$ cat src/rtl/sri_pkg.sv
package sri_pkg;
  // reset value of every register; computed from the buffer layout
  function automatic logic [7:0] default_byte(input int a);
    int idx;
    if (a == 0) return 8'h83;
    if (a == 1) return 8'h00;
    idx = (a - 2) % 16;
    if (idx >= 8) return 8'h00;
    case (idx % 4)
      0: return 8'h20;
      1: return 8'h00;
      2: return (idx < 4) ? 8'h10 : 8'h20;
      default: return 8'h02;
    endcase
  endfunction
endpackage

$ cat src/rtl/sri_sync.sv
module sri_sync #(
  parameter int WIDTH = 3,
  parameter int STAGES = 2,
  parameter logic [WIDTH-1:0] RST_VAL = '0
) (
  input  logic             clk,
  input  logic             rst,
  input  logic [WIDTH-1:0] din,
  output logic [WIDTH-1:0] dout
);
  logic [WIDTH-1:0] stage [STAGES];

  always_ff @(posedge clk) begin
    if (rst) stage[0] <= RST_VAL;
    else     stage[0] <= din;
  end

  for (genvar g = 1; g < STAGES; g++) begin : g_stage
    always_ff @(posedge clk) begin
      if (rst) stage[g] <= RST_VAL;
      else     stage[g] <= stage[g-1];
    end
  end

  assign dout = stage[STAGES-1];
endmodule

$ cat src/rtl/sri_frame.sv
module sri_frame #(
  parameter int WORD_W = 8,
  parameter logic [1:0] CHIP_ID = 2'b11
) (
  input  logic              clk,
  input  logic              rst,
  input  logic              csn_s,
  input  logic              sclk_s,
  input  logic              sdi_s,
  input  logic [WORD_W-1:0] rd_data,
  output logic [WORD_W-1:0] acc_addr,
  output logic              wr_stb,
  output logic [WORD_W-1:0] wr_data,
  output logic              sdo,
  output logic              sdo_en
);
  localparam int FRAME_BITS = 2 + 5 + 1 + 2 * WORD_W;
  localparam int CNT_W = $clog2(FRAME_BITS + 1);
  localparam logic [CNT_W-1:0] POS_CHIP = CNT_W'(1);
  localparam logic [CNT_W-1:0] POS_RW   = CNT_W'(7);
  localparam logic [CNT_W-1:0] POS_ADDR = CNT_W'(7 + WORD_W);
  localparam logic [CNT_W-1:0] POS_LAST = CNT_W'(FRAME_BITS - 1);
  localparam logic [CNT_W-1:0] CNT_DATA = CNT_W'(8 + WORD_W);
  localparam logic [CNT_W-1:0] CNT_FULL = CNT_W'(FRAME_BITS);

  logic              sclk_q;
  logic [CNT_W-1:0]  bit_cnt;
  logic [WORD_W-2:0] sh;
  logic [WORD_W-1:0] nxt;
  logic [WORD_W-1:0] tx;
  logic              chip_ok, is_rd, is_wr, ld_tx;
  logic              rise, fall;

  assign rise = sclk_s & ~sclk_q;
  assign fall = ~sclk_s & sclk_q;
  assign nxt  = {sh, sdi_s};

  always_ff @(posedge clk) begin
    if (rst) begin
      sclk_q   <= 1'b1;
      bit_cnt  <= '0;
      sh       <= '0;
      tx       <= '0;
      chip_ok  <= 1'b0;
      is_rd    <= 1'b0;
      is_wr    <= 1'b0;
      ld_tx    <= 1'b0;
      acc_addr <= '0;
      wr_stb   <= 1'b0;
      wr_data  <= '0;
      sdo      <= 1'b0;
      sdo_en   <= 1'b0;
    end else begin
      sclk_q <= sclk_s;
      wr_stb <= 1'b0;
      ld_tx  <= 1'b0;
      if (ld_tx) tx <= rd_data;
      if (csn_s) begin
        bit_cnt <= '0;
        chip_ok <= 1'b0;
        is_rd   <= 1'b0;
        is_wr   <= 1'b0;
        sdo_en  <= 1'b0;
      end else begin
        if (rise && bit_cnt < CNT_FULL) begin
          sh      <= nxt[WORD_W-2:0];
          bit_cnt <= bit_cnt + 1'b1;
          if (bit_cnt == POS_CHIP) chip_ok <= (nxt[1:0] == CHIP_ID);
          if (bit_cnt == POS_RW) begin
            is_rd <= chip_ok & ~sdi_s;
            is_wr <= chip_ok & sdi_s;
          end
          if (bit_cnt == POS_ADDR) begin
            acc_addr <= nxt;
            ld_tx    <= is_rd;
          end
          if (bit_cnt == POS_LAST && is_wr) begin
            wr_stb  <= 1'b1;
            wr_data <= nxt;
          end
        end
        if (fall) begin
          if (is_rd && bit_cnt >= CNT_DATA && bit_cnt < CNT_FULL) begin
            sdo    <= tx[WORD_W-1];
            tx     <= {tx[WORD_W-2:0], 1'b0};
            sdo_en <= 1'b1;
          end else begin
            sdo_en <= 1'b0;
          end
        end
      end
    end
  end

  AST_EN_NEEDS_CS: assert property (@(posedge clk) disable iff (rst)
    (csn_s && $past(csn_s)) |-> !sdo_en);
  AST_CNT_BOUND: assert property (@(posedge clk) disable iff (rst)
    bit_cnt <= CNT_FULL);
  AST_WR_SELECTED: assert property (@(posedge clk) disable iff (rst)
    wr_stb |-> $past(!csn_s));
endmodule

$ cat src/rtl/sri_regfile.sv
module sri_regfile
  import sri_pkg::*;
#(
  parameter int NUM_REGS = 66,
  parameter int WORD_W = 8
) (
  input  logic              clk,
  input  logic              rst,
  input  logic              we,
  input  logic [WORD_W-1:0] acc_addr,
  input  logic [WORD_W-1:0] wdata,
  output logic [WORD_W-1:0] rdata,
  input  logic [WORD_W-1:0] aux_addr,
  output logic [WORD_W-1:0] aux_data,
  output logic [WORD_W-1:0] ctl0,
  output logic [WORD_W-1:0] ctl1
);
  localparam int IDX_W = $clog2(NUM_REGS);
  localparam logic [WORD_W-1:0] LAST = WORD_W'(NUM_REGS - 1);

  logic [WORD_W-1:0] regs [NUM_REGS];

  always_ff @(posedge clk) begin
    if (rst) begin
      for (int i = 0; i < NUM_REGS; i++) regs[i] <= WORD_W'(default_byte(i));
      aux_data <= '0;
    end else begin
      if (we && acc_addr <= LAST) regs[acc_addr[IDX_W-1:0]] <= wdata;
      aux_data <= (aux_addr <= LAST) ? regs[aux_addr[IDX_W-1:0]] : '0;
    end
  end

  assign rdata = (acc_addr <= LAST) ? regs[acc_addr[IDX_W-1:0]] : '0;
  assign ctl0  = regs[0];
  assign ctl1  = regs[1];

  AST_RST_DEFAULT: assert property (@(posedge clk) disable iff (rst)
    $past(rst) |-> (ctl0 == 8'h83 && ctl1 == 8'h00));
  AST_HIGH_DISCARD: assert property (@(posedge clk) disable iff (rst)
    (we && acc_addr > LAST) |=> ($stable(ctl0) && $stable(ctl1)));
  AST_NO_STROBE_HOLD: assert property (@(posedge clk) disable iff (rst)
    !we |=> ($stable(ctl0) && $stable(ctl1)));
endmodule

$ cat src/rtl/sreg_port.sv
module sreg_port
  import sri_pkg::*;
#(
  parameter int NUM_REGS = 66,
  parameter int WORD_W = 8,
  parameter logic [1:0] CHIP_ID = 2'b11,
  parameter int SYNC_STAGES = 2
) (
  input  logic              clk,
  input  logic              rst,
  input  logic              csn_i,
  input  logic              sclk_i,
  input  logic              sdi_i,
  output logic              sdo_o,
  output logic              sdo_en_o,
  input  logic [2:0]        fmt_pin_i,
  input  logic [1:0]        clk_pin_i,
  output logic              crc_en_o,
  output logic [2:0]        fmt_sel_o,
  output logic [1:0]        clk_sel_o,
  output logic              mute_n_o,
  output logic              run_o,
  output logic [3:0]        valid_o,
  output logic [3:0]        fs_code_o,
  input  logic [WORD_W-1:0] aux_addr_i,
  output logic [WORD_W-1:0] aux_data_o
);
  localparam logic [7:0] CTL0_RST = default_byte(0);

  logic [2:0]        pins_s;
  logic              csn_s, sclk_s, sdi_s;
  logic [WORD_W-1:0] acc_addr, wr_data, rd_data, ctl0, ctl1;
  logic              wr_stb;

  sri_sync #(.WIDTH(3), .STAGES(SYNC_STAGES), .RST_VAL(3'b110)) u_sync (
    .clk(clk), .rst(rst), .din({csn_i, sclk_i, sdi_i}), .dout(pins_s));
  assign {csn_s, sclk_s, sdi_s} = pins_s;

  sri_frame #(.WORD_W(WORD_W), .CHIP_ID(CHIP_ID)) u_frame (
    .clk(clk), .rst(rst), .csn_s(csn_s), .sclk_s(sclk_s), .sdi_s(sdi_s),
    .rd_data(rd_data), .acc_addr(acc_addr), .wr_stb(wr_stb), .wr_data(wr_data),
    .sdo(sdo_o), .sdo_en(sdo_en_o));

  sri_regfile #(.NUM_REGS(NUM_REGS), .WORD_W(WORD_W)) u_regs (
    .clk(clk), .rst(rst), .we(wr_stb), .acc_addr(acc_addr), .wdata(wr_data),
    .rdata(rd_data), .aux_addr(aux_addr_i), .aux_data(aux_data_o),
    .ctl0(ctl0), .ctl1(ctl1));

  always_ff @(posedge clk) begin
    if (rst) begin
      crc_en_o  <= CTL0_RST[7];
      fmt_sel_o <= CTL0_RST[6:4];
      clk_sel_o <= CTL0_RST[3:2];
      mute_n_o  <= CTL0_RST[1];
      run_o     <= CTL0_RST[0];
      valid_o   <= '0;
      fs_code_o <= '0;
    end else begin
      crc_en_o  <= ctl0[7];
      fmt_sel_o <= ctl0[6:4] | fmt_pin_i;
      clk_sel_o <= ctl0[3:2] | clk_pin_i;
      mute_n_o  <= ctl0[1];
      run_o     <= ctl0[0];
      valid_o   <= ctl1[7:4];
      fs_code_o <= ctl1[3:0];
    end
  end

  AST_FMT_OR: assert property (@(posedge clk) disable iff (rst)
    !$past(rst) |-> (fmt_sel_o == ($past(ctl0[6:4]) | $past(fmt_pin_i))));
  AST_CLK_OR: assert property (@(posedge clk) disable iff (rst)
    !$past(rst) |-> (clk_sel_o == ($past(ctl0[3:2]) | $past(clk_pin_i))));
endmodule

$ cat config.mk
export PLATFORM = sky130hd
export DESIGN_NAME = sreg_port
export DESIGN_NICKNAME = d
export VERILOG_FILES = /design/src/rtl/sri_pkg.sv /design/src/rtl/sri_sync.sv /design/src/rtl/sri_frame.sv /design/src/rtl/sri_regfile.sv /design/src/rtl/sreg_port.sv
export SDC_FILE = /design/constraint.sdc
export NUM_CORES = 2
export LEC_CHECK = 0
export ABC_AREA = 1
export ABC_CLOCK_PERIOD_IN_PS = 4700
export BUFFER_PORTS_ARGS = -buffer_cell sky130_fd_sc_hd__buf_4
export CAP_MARGIN = 10
export CORE_ASPECT_RATIO = 0.9
export CORE_MARGIN = 2
export CORE_UTILIZATION = 40
export DETAILED_ROUTE_END_ITERATION = 10
export PLACE_DENSITY = 0.6
export SYNTH_ARGS = -nofsm -noshare
export SYNTH_HDL_FRONTEND = slang
export SYNTH_SLANG_ARGS = --single-unit
export TNS_END_PERCENT = 20
$ cat constraint.sdc
create_clock -name clk -period 4.7 [get_ports clk]
set_clock_uncertainty 0.05 [all_clocks]
set_input_delay 0.235 -clock clk [delete_from_list [all_inputs] [get_ports clk]]
set_output_delay 0.235 -clock clk [all_outputs]
set_load 0.02 [all_outputs]
==> run summary <==
CELLS AND AREA
--------------------------------------------------------------------------------------
Fraction of layout cells with a size suffix above 1 .....................       0.0625
Final cell area excluding filler cells ..................................    62900 um2
Area occupied by registers ..............................................    32400 um2
Final layout net count ..................................................         6529
Finished Layout Cells ...................................................         8430
Total area of multi-input combinational cells ...........................    22200 um2
Filler Cell Count .......................................................        12900
Area Growth Syn to Fin ..................................................        14.8%

GLOBAL ROUTING
--------------------------------------------------------------------------------------
Vias in the first global route ..........................................        45600
Global router's overall resource usage ..................................        0.274
Wire length of the first global-routing pass ............................    292000 um
Congestion Overflow GR ..................................................            0
Initial antenna violation count .........................................            2
Maximum number of pins on one net before global-route repair ............          135

TIMING
--------------------------------------------------------------------------------------
Slew of the pin with the lowest slew margin .............................      1.28 ns
Setup repair after global routing missed its margin .....................           no
Fin crit share ..........................................................        0.783
Period minus WS final ...................................................      3.68 ns
Peak clock frequency supported by timing ................................      272 MHz
Final number of hold-violating endpoints ................................            0
Setup TNS ...............................................................         0 ns
Worst Slack Setup Final .................................................      1.02 ns
Slew margin rel. ........................................................        0.144
Final Max Slew Viols ....................................................            0
Final number of setup-violating endpoints ...............................            0

POWER
--------------------------------------------------------------------------------------
Combinational power share ...............................................        0.064
Static leakage power ....................................................    0.0230 uW
Worst IR drop on VDD ....................................................     0.303 mV
Internal power ..........................................................     16900 uW
Fraction of power spent switching nets ..................................        0.241
Share of power burned in the clock network ..............................        0.427
Net Sw Power ............................................................      5370 uW
Portion of total power attributed to sequential cells ...................        0.508
Power density over the cells ............................................   355 nW/um2

CLOCKING
--------------------------------------------------------------------------------------
Clock Sinks .............................................................         1105
Number of buffers inserted for hold repair after clock tree synthesis ...           20
# Post-CTS Setup Buffers ................................................            0
Number of H-tree branching levels .......................................            3
CTS tree ................................................................         done
Clock slew at the register clock pins of the worst setup and hold paths .      0.06 ns
Inserted Clock Buffers ..................................................          118
Number of buffers on the longest clock path .............................            3
Skew-Pair Late Insertion Delay ..........................................      0.77 ns
Clock root buffer master ................................................ sky130_fd_sc_hd__clkbuf_16
PostCTS Resize Cnt ......................................................            0

DETAILED ROUTING
--------------------------------------------------------------------------------------
Wire length per cell ....................................................      23.4 um
Number of vias in the routed layout .....................................        48700
DRC viols ...............................................................            0
Total wire length .......................................................    198000 um
Vias per cell ...........................................................         5.78
Antenna-violating nets left .............................................            0
DRC violation total after the first TritonRoute iteration ...............         6899
First-pass iteration count of the detailed router .......................            8

FLOORPLANNING
--------------------------------------------------------------------------------------
Starting density of the core ............................................        0.404
Placeable core region ...................................................   136000 um2
Vertical die dimension ..................................................       355 um
Row count ...............................................................          128
Area of the die .........................................................   140000 um2
Die X ...................................................................       394 um
IO Count ................................................................           44

PLACE
--------------------------------------------------------------------------------------
Worst setup timing slack at the placement stage .........................      1.15 ns
IO Port Bufs ............................................................           43
Placed cell area ........................................................    58800 um2
Placed insts ............................................................         8187
Final weighted congestion of routability-driven global placement ........        0.931
Post-DP HPWL ............................................................    116000 um

YOSYS
--------------------------------------------------------------------------------------
Share of the synthesized area in the top cell type ......................        0.561
Total of warnings raised by yosys .......................................            0
Largest cells by area after synthesis ................................... sky130_fd_sc_hd__edfxtp_1, sky130_fd_sc_hd__nand2_1, sky130_fd_sc_hd__nand3_1
Number of instances in the synthesized netlist ..........................         6193
Main flop type after synthesis .......................................... sky130_fd_sc_hd__edfxtp_1
Number of flops mapped to enable cells by yosys .........................         1024
Post-synthesis area per instance ........................................     8.85 um2
Synthesized flop and latch total ........................................         1105
Number of distinct standard cells referenced by the synthesized netlist .           31
Cell type with the highest aggregate area in the netlist ................ sky130_fd_sc_hd__edfxtp_1
Async set or reset register ratio after synthesis .......................            0
Synthesized cell area ...................................................    54800 um2
Post-synthesis sequential area ratio ....................................        0.591

RUN
--------------------------------------------------------------------------------------
Max-cap violations ......................................................            0

WORST HOLD PATH
--------------------------------------------------------------------------------------
Path class of the lowest-slack min-delay path ...........................    in -> reg

RUN STATUS
--------------------------------------------------------------------------------------
Run status .............................................................. finished clean

CRITICAL PATH
--------------------------------------------------------------------------------------
Max Fanout on Critical Path .............................................           12
Data required time of the worst path ....................................      5.03 ns
Critical Path Start Type ................................................         flop
Critical Path AT ........................................................      4.01 ns
Critical Path End Type ..................................................         flop
Worst Setup Path Type ...................................................   reg -> reg

-- worst paths after layout --
kind | startpoint | endpoint | slack [ns] | cells after the start
worst min-delay path | aux_addr_i[5] | u_regs.aux_data[1] | 0.09 | 5
worst min register to register | u_sync.stage[0][2] | u_sync.stage[1][2] | 0.36 | 1
worst max register to register | u_frame.acc_addr[2] | u_regs.regs[25][5] | 1.02 | 15
worst max-delay path | u_frame.acc_addr[2] | u_regs.regs[25][5] | 1.02 | 15
-- layout make-up --
type,instances,share of cell area
Antenna cell,1,0.0000398
Clock buffer,161,0.0516
Clock inverter,61,0.0107
Inverter,89,0.00581
Multi-Input combinational cell,5009,0.352
Sequential cell,1105,0.515
Tap cell,1820,0.0362
Timing Repair Buffer,184,0.0285
-- cells by family (layout without fill, tap and decap cells) --
group           after synthesis  in the layout  share of synthesized area
buf+inv                     574            495                     0.0402
other cells                   1            497                  0.0000684
compound gates              801            801                     0.0853
flops                      1105           1105                      0.591
simple gates               3708           3708                      0.283
fa+ha+maj                     4              4                   0.000913
-- power by group through the flow --
stage | Clock [uW] | Sequential (uW) | Combinational (uW)
2_1_floorplan | 0 | 11400 | 854
3_3_place_gp | 0 | 11500 | 1350
3_5_place_dp | 0 | 11500 | 1370
4_1_cts | 9630 | 11300 | 1390
5_1_grt | 10000 | 11400 | 1550
6_report | 9540 | 11300 | 1430
-- cell usage in the layout, fill, tap and decap left out, types with 3 or more instances in the layout --
master                          count
sky130_fd_sc_hd__clkinv_16          4
sky130_fd_sc_hd__nor2_1           864
sky130_fd_sc_hd__dfxtp_4            4
sky130_fd_sc_hd__or2_2              7
sky130_fd_sc_hd__a22oi_1          105
sky130_fd_sc_hd__clkinv_1          29
sky130_fd_sc_hd__nor2_4             8
sky130_fd_sc_hd__o2111ai_1         33
sky130_fd_sc_hd__ha_1               4
sky130_fd_sc_hd__clkbuf_8           8
sky130_fd_sc_hd__edfxtp_1        1024
sky130_fd_sc_hd__o21ai_0          408
sky130_fd_sc_hd__conb_1           496
sky130_fd_sc_hd__buf_4            134
sky130_fd_sc_hd__bufinv_16         11
sky130_fd_sc_hd__a221oi_1          15
sky130_fd_sc_hd__a211oi_1           3
sky130_fd_sc_hd__a31oi_1            7
sky130_fd_sc_hd__inv_6              3
sky130_fd_sc_hd__clkbuf_16        121
sky130_fd_sc_hd__inv_1             68
sky130_fd_sc_hd__inv_2             10
sky130_fd_sc_hd__clkinv_2          20
sky130_fd_sc_hd__dfxtp_1           75
sky130_fd_sc_hd__buf_12            28
sky130_fd_sc_hd__clkbuf_1          33
sky130_fd_sc_hd__nand2_2           40
sky130_fd_sc_hd__o211ai_1          81
sky130_fd_sc_hd__nand2_1         1651
sky130_fd_sc_hd__nand3_1         1105
sky130_fd_sc_hd__dlygate4sd3_1     20
sky130_fd_sc_hd__inv_8              3
sky130_fd_sc_hd__a21oi_1          146
sky130_fd_sc_hd__nand4_1           23
-- flip-flops by register name, indices dropped and copies added, names as in the netlist, 2 cells and up, named ones only --
register and flops:
u_frame.tx 8, u_frame.bit_cnt 5, clk_sel_o 2, u_frame.sh 7, u_frame.acc_addr 8, valid_o 4, fs_code_o 4, u_regs.regs 1024
u_sync.stage 6, fmt_sel_o 3, u_regs.aux_data 8, u_frame.wr_data 8
-- synthesized netlist by cell type, drive strengths merged (23+ instances only) --
library cell	instances
inv	83
nand2	1693
o2111ai	33
edfxtp	1024
a22oi	105
nand3	1105
clkbuf	395
a21oi	146
o21ai	409
buf	90
nand4	23
dfxtp	81
nor2	874
o211ai	81
-- critical path, cell delays in order (launching register included) --
cell                       delay (ns)
sky130_fd_sc_hd__dfxtp_1         0.38
sky130_fd_sc_hd__nor2_2          0.15
sky130_fd_sc_hd__inv_1           0.06
sky130_fd_sc_hd__o21ai_1         0.13
sky130_fd_sc_hd__inv_1           0.08
sky130_fd_sc_hd__nor2_1          0.10
sky130_fd_sc_hd__nand2_1         0.09
sky130_fd_sc_hd__nor2_2          0.08
sky130_fd_sc_hd__buf_4           0.22
sky130_fd_sc_hd__inv_1           0.29
sky130_fd_sc_hd__a21oi_1         0.33
sky130_fd_sc_hd__inv_1           0.20
sky130_fd_sc_hd__nand2_1         0.10
sky130_fd_sc_hd__clkinv_1        0.36
sky130_fd_sc_hd__nand2_1         0.38
sky130_fd_sc_hd__nand2_1         0.29
-- stage by stage --
stage	power, uW	hold WS, ns	utilization
finish	22300	0.0890	0.464
global route	22900	0.0673	0.464
CTS	22300	0.0119	0.464
global placement	12900	0.341	0.434
floorplan	12300	0.289	-
detailed placement	12900	0.342	0.434
-- layer usage --
layer,GRT usage,part of all wire
met1,0.384,0.41
met2,0.412,0.43
met3,0.0634,0.12
met4,0.110,0.041
met5,0,0.00012
(Power assumes the default switching activity.)
